File: src/rtl/wdog_pkg.sv
package wdog_pkg;
  localparam int RATIO_W = 3;

  typedef struct packed {
    logic               to_wdt;
    logic [RATIO_W-1:0] ratio;
  } wdog_opt_t;

  localparam wdog_opt_t OPT_RESET = '{to_wdt: 1'b1, ratio: '1};
endpackage

File: src/rtl/wdog_tick_sync.sv
module wdog_tick_sync #(
  parameter int STAGES = 2
) (
  input  logic clk,
  input  logic rst_n,
  input  logic osc_in,
  output logic tick
);
  logic [STAGES-1:0] chain;
  logic              last;

  always_ff @(posedge clk or negedge rst_n) begin
    if (!rst_n) chain[0] <= 1'b0;
    else        chain[0] <= osc_in;
  end

  for (genvar i = 1; i < STAGES; i++) begin : g_stage
    always_ff @(posedge clk or negedge rst_n) begin
      if (!rst_n) chain[i] <= 1'b0;
      else        chain[i] <= chain[i-1];
    end
  end

  always_ff @(posedge clk or negedge rst_n) begin
    if (!rst_n) last <= 1'b0;
    else        last <= chain[STAGES-1];
  end

  assign tick = chain[STAGES-1] & ~last;

  // one tick per rising edge, never two cycles in a row
  assert_tick_single_R9: assert property (@(posedge clk) disable iff (!rst_n)
    tick |=> !tick);
endmodule

File: src/rtl/wdog_base_cnt.sv
module wdog_base_cnt #(
  parameter int BASE_TICKS = 18,
  localparam int CW = (BASE_TICKS > 1) ? $clog2(BASE_TICKS) : 1
) (
  input  logic clk,
  input  logic rst_n,
  input  logic en,
  input  logic tick,
  input  logic clr,
  output logic ovf
);
  localparam logic [CW-1:0] LAST = CW'(BASE_TICKS - 1);
  logic [CW-1:0] cnt;

  assign ovf = en & tick & ~clr & (cnt == LAST);

  always_ff @(posedge clk or negedge rst_n) begin
    if (!rst_n)            cnt <= '0;
    else if (!en || clr)   cnt <= '0;
    else if (tick)         cnt <= (cnt == LAST) ? '0 : cnt + 1'b1;
  end

  assert_disabled_idle_R4: assert property (@(posedge clk) disable iff (!rst_n)
    !en |=> (cnt == '0) && !ovf);
  assert_clear_restarts_R5: assert property (@(posedge clk) disable iff (!rst_n)
    clr |=> (cnt == '0));
endmodule

File: src/rtl/wdog_option_reg.sv
module wdog_option_reg
  import wdog_pkg::*;
(
  input  logic      clk,
  input  logic      rst_n,
  input  logic      wr,
  input  wdog_opt_t wdata,
  output wdog_opt_t opt,
  output logic      swap
);
  assign swap = wr & (wdata.to_wdt != opt.to_wdt);

  always_ff @(posedge clk or negedge rst_n) begin
    if (!rst_n)  opt <= OPT_RESET;
    else if (wr) opt <= wdata;
  end

  assert_opt_hold_R10: assert property (@(posedge clk) disable iff (!rst_n)
    !wr |=> $stable(opt));
endmodule

File: src/rtl/wdog_shared_div.sv
module wdog_shared_div
  import wdog_pkg::*;
#(
  parameter int DIV_W = 8
) (
  input  logic      clk,
  input  logic      rst_n,
  input  wdog_opt_t opt,
  input  logic      swap,
  input  logic      clr,
  input  logic      base_ovf,
  input  logic      tmr_src,
  output logic      wdt_to,
  output logic      tmr_tick
);
  logic [DIV_W-1:0] div;
  logic [DIV_W-1:0] wdt_mask;
  logic [DIV_W-1:0] tmr_mask;
  logic             div_step;
  logic             wdt_hit;
  logic             tmr_hit;

  assign wdt_mask = (DIV_W'(1) << opt.ratio) - DIV_W'(1);
  assign tmr_mask = (DIV_W'(2) << opt.ratio) - DIV_W'(1);
  assign wdt_hit  = &(div | ~wdt_mask);
  assign tmr_hit  = &(div | ~tmr_mask);
  assign div_step = opt.to_wdt ? base_ovf : tmr_src;
  assign wdt_to   = opt.to_wdt ? (base_ovf & wdt_hit) : base_ovf;

  always_ff @(posedge clk or negedge rst_n) begin
    if (!rst_n)                     div <= '0;
    else if (swap)                  div <= '0;
    else if (clr && opt.to_wdt)     div <= '0;
    else if (div_step)              div <= div + 1'b1;
  end

  always_ff @(posedge clk or negedge rst_n) begin
    if (!rst_n) tmr_tick <= 1'b0;
    else        tmr_tick <= opt.to_wdt ? tmr_src : (tmr_src & tmr_hit);
  end

  assert_bypass_follows_R8: assert property (@(posedge clk) disable iff (!rst_n)
    (opt.to_wdt && tmr_src) |=> tmr_tick);
  assert_tmr_needs_src_R7: assert property (@(posedge clk) disable iff (!rst_n)
    !tmr_src |=> !tmr_tick);
endmodule

File: src/rtl/wdog_divshare.sv
module wdog_divshare
  import wdog_pkg::*;
#(
  parameter int BASE_TICKS  = 18,
  parameter int DIV_W       = 8,
  parameter int SYNC_STAGES = 2
) (
  input  logic       clk,
  input  logic       rst_n,
  input  logic       wdt_osc,
  input  logic       tmr_src,
  input  logic       cfg_wdt_en,
  input  logic       opt_wr,
  input  logic [3:0] opt_wdata,
  input  logic       clr_wdt,
  input  logic       sleep_cmd,
  input  logic       sleep_mode,
  output logic       rst_req,
  output logic       wake_req,
  output logic       tmr_tick,
  output logic       to_flag
);
  logic      tick;
  logic      clr;
  logic      base_ovf;
  logic      timeout;
  logic      swap;
  wdog_opt_t opt;

  assign clr = clr_wdt | sleep_cmd;

  wdog_tick_sync #(.STAGES(SYNC_STAGES)) u_sync (
    .clk(clk), .rst_n(rst_n), .osc_in(wdt_osc), .tick(tick));

  wdog_base_cnt #(.BASE_TICKS(BASE_TICKS)) u_base (
    .clk(clk), .rst_n(rst_n), .en(cfg_wdt_en), .tick(tick),
    .clr(clr), .ovf(base_ovf));

  wdog_option_reg u_opt (
    .clk(clk), .rst_n(rst_n), .wr(opt_wr), .wdata(wdog_opt_t'(opt_wdata)),
    .opt(opt), .swap(swap));

  wdog_shared_div #(.DIV_W(DIV_W)) u_div (
    .clk(clk), .rst_n(rst_n), .opt(opt), .swap(swap), .clr(clr),
    .base_ovf(base_ovf), .tmr_src(tmr_src), .wdt_to(timeout),
    .tmr_tick(tmr_tick));

  always_ff @(posedge clk or negedge rst_n) begin
    if (!rst_n) begin
      rst_req  <= 1'b0;
      wake_req <= 1'b0;
      to_flag  <= 1'b1;
    end else begin
      rst_req  <= timeout & ~sleep_mode;
      wake_req <= timeout & sleep_mode;
      if (timeout)  to_flag <= 1'b0;
      else if (clr) to_flag <= 1'b1;
    end
  end

  assert_req_exclusive_R3: assert property (@(posedge clk) disable iff (!rst_n)
    !(rst_req && wake_req));
  assert_rst_pulse_R2: assert property (@(posedge clk) disable iff (!rst_n)
    rst_req |=> !rst_req);
  assert_wake_pulse_R3: assert property (@(posedge clk) disable iff (!rst_n)
    wake_req |=> !wake_req);
  assert_flag_cleared_R6: assert property (@(posedge clk) disable iff (!rst_n)
    (rst_req || wake_req) |-> !to_flag);
  assert_flag_set_R6: assert property (@(posedge clk) disable iff (!rst_n)
    clr |=> to_flag);
endmodule

File: config.mk
export PLATFORM = sky130hd
export DESIGN_NAME = wdog_divshare
export DESIGN_NICKNAME = d
export VERILOG_FILES = /design/src/rtl/wdog_pkg.sv /design/src/rtl/wdog_tick_sync.sv /design/src/rtl/wdog_base_cnt.sv /design/src/rtl/wdog_option_reg.sv /design/src/rtl/wdog_shared_div.sv /design/src/rtl/wdog_divshare.sv
export SDC_FILE = /design/constraint.sdc
export NUM_CORES = 1
export LEC_CHECK = 0
export BUFFER_PORTS_ARGS = -buffer_cell sky130_fd_sc_hd__buf_4
export CAP_MARGIN = 25
export CELL_PAD_IN_SITES_DETAIL_PLACEMENT = 0
export CELL_PAD_IN_SITES_GLOBAL_PLACEMENT = 1
export CORE_MARGIN = 2
export CORE_UTILIZATION = 47
export DETAILED_ROUTE_END_ITERATION = 8
export PLACE_DENSITY_LB_ADDON = 0.1
export SLEW_MARGIN = 20
export SYNTH_ARGS = -nofsm -noshare
export SYNTH_HDL_FRONTEND = slang
export SYNTH_HIERARCHICAL = 1
export SYNTH_SLANG_ARGS = --single-unit
File: constraint.sdc
create_clock -name clk -period 5.3 [get_ports clk]
set_clock_uncertainty 0.15 [all_clocks]
set_input_delay 1.06 -clock clk [delete_from_list [all_inputs] [get_ports clk]]
set_output_delay 1.06 -clock clk [all_outputs]
set_load 0.005 [all_outputs]
Word-level counts from Yosys, hierarchy flattened:

Cells that the tools add are included.
W data, S select, Z words.

* bits of input ports: 13
* register bits after elaboration: 24
* output and inout port bits: 4
* logic and storage cells: 55

* equality and inequality tests: 2
* reduce and logical (&&, ||, !) cells: 8
* bitwise operators: 17
* add/subtract/negate cells: 4
* mux-type cells: 11
* shift-type cells: 2

Operator list (number)
* $mux W8: 3
* $not A8 Y8: 2
* $or A8 B8 Y8: 2
* $reduce_and A8 Y1: 2
* $sub A8 B2 Y8 const B: 2
* $mux W5: 3
* $and A1 B1 Y1: 9
* $add A8 B1 Y8 const B: 1
* $shl A1 B3 Y8 const A: 1
* $shl A2 B3 Y8 const A: 1
* $add A5 B1 Y5 const B: 1
* $eq A5 B5 Y1 const B: 1
* $mux W1: 5
* $reduce_bool A2 Y1: 2
* $not A1 Y1: 3
* $reduce_bool A3 Y1: 1
* $logic_and A1 B1 Y1: 1
* $logic_not A1 Y1: 1
* $logic_or A1 B1 Y1: 1
* $ne A1 B1 Y1: 1
* $or A1 B1 Y1: 1

Logic depth before layout (Yosys ltp):

* depth after elaboration: 9
* mapped depth: 9
* mapped depth without buffers: 9

Cells and area by module:

The synthesis kept the hierarchy.

Modules (own cells, without submodules)
* wdog_shared_div: instances 1, seq. area each 225.2 µm², area an instance 655.6 µm², cells each 76
* wdog_base_cnt: instances 1, seq. area each 125.1 µm², area an instance 312.8 µm², cells each 33
* wdog_option_reg: instances 1, seq. area each 105.1 µm², area an instance 166.4 µm², cells each 10
* wdog_divshare: instances 1, seq. area each 76.3 µm², area an instance 103.8 µm², cells each 8
* wdog_tick_sync: instances 1, seq. area each 75.1 µm², area an instance 88.8 µm², cells each 4

Least setup slack after synthesis:

Ideal clock, no wire load.

* path kind: input to register
* start point: input sleep_cmd
* end point: register u_div.div[6]
* data required time: 5.072 ns
* stages: 7
* arrival: 2.300 ns
* library setup time: 0.078 ns
* path slack: 2.772 ns
* buffers on the path: 0
* cell sequence: or2_1 -> nor2b_1 -> and3_1 -> mux2_4 -> nand2_2 -> or3_1 -> a21oi_1

* longest elaborated chain between the ends: 6
* elaborated cells on any way between the ends: 9
* those cells by class: mux (3); bitwise (4); reduce/logical (2)

RTL lines
* from (decl): RTL line wdog_divshare.sv:16 `input logic sleep_cmd,`
* $or A1 B1 Y1: RTL line wdog_divshare.sv:30 `assign clr = clr_wdt | sleep_cmd;`
* $not A1 Y1: RTL line wdog_base_cnt.sv:15 `assign ovf = en & tick & ~clr & (cnt == LAST);`
* $and A1 B1 Y1 (2 in series): RTL line wdog_base_cnt.sv:15
* via base_ovf: RTL line wdog_divshare.sv:25 `logic base_ovf;`
* $mux W1: RTL line wdog_shared_div.sv:27 `assign div_step = opt.to_wdt ? base_ovf : tmr_src;`
* $reduce_bool A3 Y1 (no source line)
* to (signal assigned): RTL line wdog_shared_div.sv:34 `else if (div_step) div <= div + 1'b1;`
* to (decl): RTL line wdog_shared_div.sv:16 `logic [DIV_W-1:0] div;`

The timed path passes the listed nets, and every way through them passes these cells.
A chain may end at the register's enable or synchronous reset.

Worst setup path after layout:

* start point: input sleep_cmd
* end point: register u_div.div[6]

* longest elaborated chain between the ends: 6
* elaborated cells on any way between the ends: 9
* those cells by class: mux (3); bitwise (4); reduce/logical (2)

RTL lines
* $or A1 B1 Y1: RTL line wdog_divshare.sv:30
* via clr: RTL line wdog_divshare.sv:24 `logic clr;`
* $not A1 Y1: RTL line wdog_base_cnt.sv:15
* $and A1 B1 Y1 (2 in series): RTL line wdog_base_cnt.sv:15
* via base_ovf: RTL line wdog_divshare.sv:25
* $mux W1: RTL line wdog_shared_div.sv:27
* $reduce_bool A3 Y1 (no source line)

The timed path passes the listed nets, and every way through them passes these cells.

==> results.sh <==
export IMPL_outcome="completed"
export IMPL_ant_nets=0
export IMPL_htreeDepth=1
export IMPL_reg2regPathDepth=7
export IMPL_coreArea_um2=2710
export IMPL_ys_ff_latch=24
export IMPL_period_minus_slack_ns=2.46
export IMPL_design_area_um2=1490
export IMPL_holdCritPathClass="reg -> reg"
export IMPL_area_growth_pct=12.2
export IMPL_overflow=0
export IMPL_r2r_slack_ns=3.12
export IMPL_clock_latency_ns=0.31
export IMPL_layout_cells_non_filler=178
export IMPL_synth_cell_types=45
export IMPL_antenna_found_initial=0
export IMPL_syn_nets=148
export IMPL_post_route_period_util_pct=46.4
export IMPL_cpPeakStageDelay_ns=0.34
export IMPL_post_drt_wl_per_cell_um=14.0
export IMPL_p_sw_uw=89.1
export IMPL_p_per_area_nw_per_um2=227
export IMPL_drt_pass1_iter_count=4
export IMPL_num_rows=19
export IMPL_drive_gt1_share_pct=23.1
export IMPL_drv_slew=0
export IMPL_worstPathCellList="buf_4 > or2_1 > nor2b_1 > and3_1 > mux2_4 > nand2_2 > or3_1 > a21oi_1"
export IMPL_cts_resized=0
export IMPL_die_w_um=57.1
export IMPL_ir_drop_mv=0.177
export IMPL_final_core_util_pct=54.9
export IMPL_first_global_vias=979
export IMPL_post_cts_buffers=0
export IMPL_intPower_uw=248
export IMPL_grt_max_degree=25
export IMPL_cp_required_ns=5.40
export IMPL_hold_path_startpoint="u_sync/chain[0]"
export IMPL_drt_total_wl_um=2490
export IMPL_synth_area_um2=1330
export IMPL_seq_power_share_pct=60.2
export IMPL_yosysTopAreaCell="dfrtp_1"
export IMPL_tightest_slew_ns=0.356
export IMPL_p_comb_share_pct=15.6
export IMPL_grt_pass1_wl_um=4260
export IMPL_dp_hpwl_um=1860
export IMPL_yosysWarnings=6
export IMPL_insertedDiodeCount=0
export IMPL_port_buffer_count=16
export IMPL_crit_path_max_fanout=4
export IMPL_rsz0062_at_grt="false"
export IMPL_viasPerCell=5.63
export IMPL_setup_viol=0
export IMPL_swShare_pct=26.4
export IMPL_vias=1002
export IMPL_initial_core_util_pct=49.0
export IMPL_critPathArrivalTime_ns=2.56
export IMPL_crit_path_end_kind="flip-flop"
export IMPL_nets=165
export IMPL_drc=0
export IMPL_hold_viol=0
export IMPL_synth_top_cell_area_share_pct=35.8
export IMPL_path_class="in -> reg"
export IMPL_layout_common_cells="dfrtp_1, buf_4, nor2_1, nand2_1, a21oi_1"
export IMPL_postPlaceCellArea_um2=1460
export IMPL_hold_buffers=0
export IMPL_cts_tree="yes"
export IMPL_die_area_um2=3270
export IMPL_fp_dieH_um=57.1
export IMPL_cts_buffer_depth=2
export IMPL_max_freq_mhz=406
export IMPL_crit_slowest_cell="or3_1"
export IMPL_cts_buffers=3
export IMPL_critPathLaunchType="input pin"
export IMPL_rr_startpoint="u_opt/opt[1]"
export IMPL_cts_root_buf="clkbuf_4"
export IMPL_yosys_most_used_dff="dfrtp_1"
export IMPL_min_path_cells=0
export IMPL_p_leak_uw=0.000623
export IMPL_netlist_top_cells_area="dfrtp_1, dfstp_2, nor2_1"
export IMPL_clock_sinks=24
export IMPL_globalplace_congestion=0.787
export IMPL_drt_iter0_markers=38
export IMPL_synthCells=131
export IMPL_top_level_ports=17
export IMPL_synthArstFlopShare_pct=100
export IMPL_ys_seq_area_share_pct=45.7
export IMPL_min_to="u_sync/chain[1]"
export IMPL_grtUsageTotal_pct=16.9
export IMPL_r2r_end="wake_req"
export IMPL_relSlewSlack_pct=76.1
export IMPL_tns_ns=0
export IMPL_power_frac_clock_pct=24.2
export IMPL_dpl_cell_count=174
export IMPL_synth_edff_count=0
export IMPL_path_clk_slew_ns=0.13
export IMPL_drv_cap=0
export IMPL_mostFrequentLayoutCell="dfrtp_1"
export IMPL_synth_area_per_cell_um2=10.1
==> cell type report <==
class	count	area [um^2]
clock buffers	4	26.3
fillers	262	1220
inverters	3	11.3
multi-input cells	100	686
flip-flops and latches	24	607
well taps	31	38.8
repair buffers	16	120
==> routing by layer <==
| layer | part of all wire [%] | track usage (%) | vias to the layer above |
|---|---|---|---|
| li1 | - | - | 498 |
| met1 | 47 | 21.1 | 478 |
| met2 | 48 | 28.7 | 21 |
| met5 | 0 | 0 | - |
| met4 | 1.8 | 8.31 | 0 |
| met3 | 3.2 | 2.49 | 5 |
==> worst max-delay path by stage <==
stage	startpoint	depth (start not counted)	slack, ns	endpoint
after detailed placement	sleep_cmd	8	2.51	u_div/div[6]
after floorplan	sleep_cmd	7	2.77	u_div/div[6]
final	sleep_cmd	8	2.84	u_div/div[6]
after CTS	sleep_cmd	8	2.85	u_div/div[6]
after global routing	sleep_cmd	8	2.72	u_div/div[6]
after global placement	sleep_cmd	8	2.57	u_div/div[6]
==> metrics by stage <==
step                      total power, uW  setup slack (ns)  hold WS [ns]
after floorplan                       241              2.77         0.181
after global routing                  359              2.72         0.222
final                                 338              2.84         0.211
after detailed placement              260              2.51         0.187
after global placement                259              2.57         0.185
after CTS                             345              2.85         0.216
==> state kept, by name, summed over array words and instances, names as in the netlist <==
register,cells
u_sync/chain,2
u_sync/last,1
rst_req,1
u_opt/opt,4
u_div/div,8
wake_req,1
to_flag,1
u_div/tmr_tick,1
u_base/cnt,5
==> logic make-up after synthesis <==
logic type / after synthesis / share of synthesized area, %
AO/OA/AOI/OAI: 25 / 13.0
XOR/XNOR: 9 / 5.94
multiplexers: 7 / 6.03
adder cells (fa/ha/maj): 4 / 3.77
flip-flops: 24 / 45.7
AND/OR/NAND/NOR: 55 / 22.9
buffers and inverters: 7 / 2.64
==> critical path, delay by kind of cell <==
| family | cells | cell delay, ns |
|---|---|---|
| AND/OR/NAND/NOR | 5 | 1.04 |
| buffers and inverters | 1 | 0.11 |
| AO/OA/AOI/OAI | 1 | 0.15 |
| multiplexers | 1 | 0.20 |
==> cell usage after synthesis, types with 3 or more instances <==
master	count
nor2b_1	3
inv_1	3
xor2_1	6
nand2_1	12
ha_1	4
o21ai_0	4
dfstp_2	5
xnor2_1	3
nand2b_1	3
nor2_1	15
a21oi_1	7
dfrtp_1	19
mux2_2	4
nand4_1	4
==> power groups by stage <==
| stage | Clock (uW) | Sequential, uW | Combinational, uW |
|---|---|---|---|
| finish | 81.6 | 203 | 52.8 |
| global route | 94.7 | 205 | 59.0 |
| CTS | 88.5 | 203 | 53.3 |
| detailed placement | 0 | 207 | 53.2 |
| global placement | 0 | 207 | 52.3 |
| floorplan | 0 | 203 | 37.7 |
Note: power is estimated with default switching activity, not from simulation.
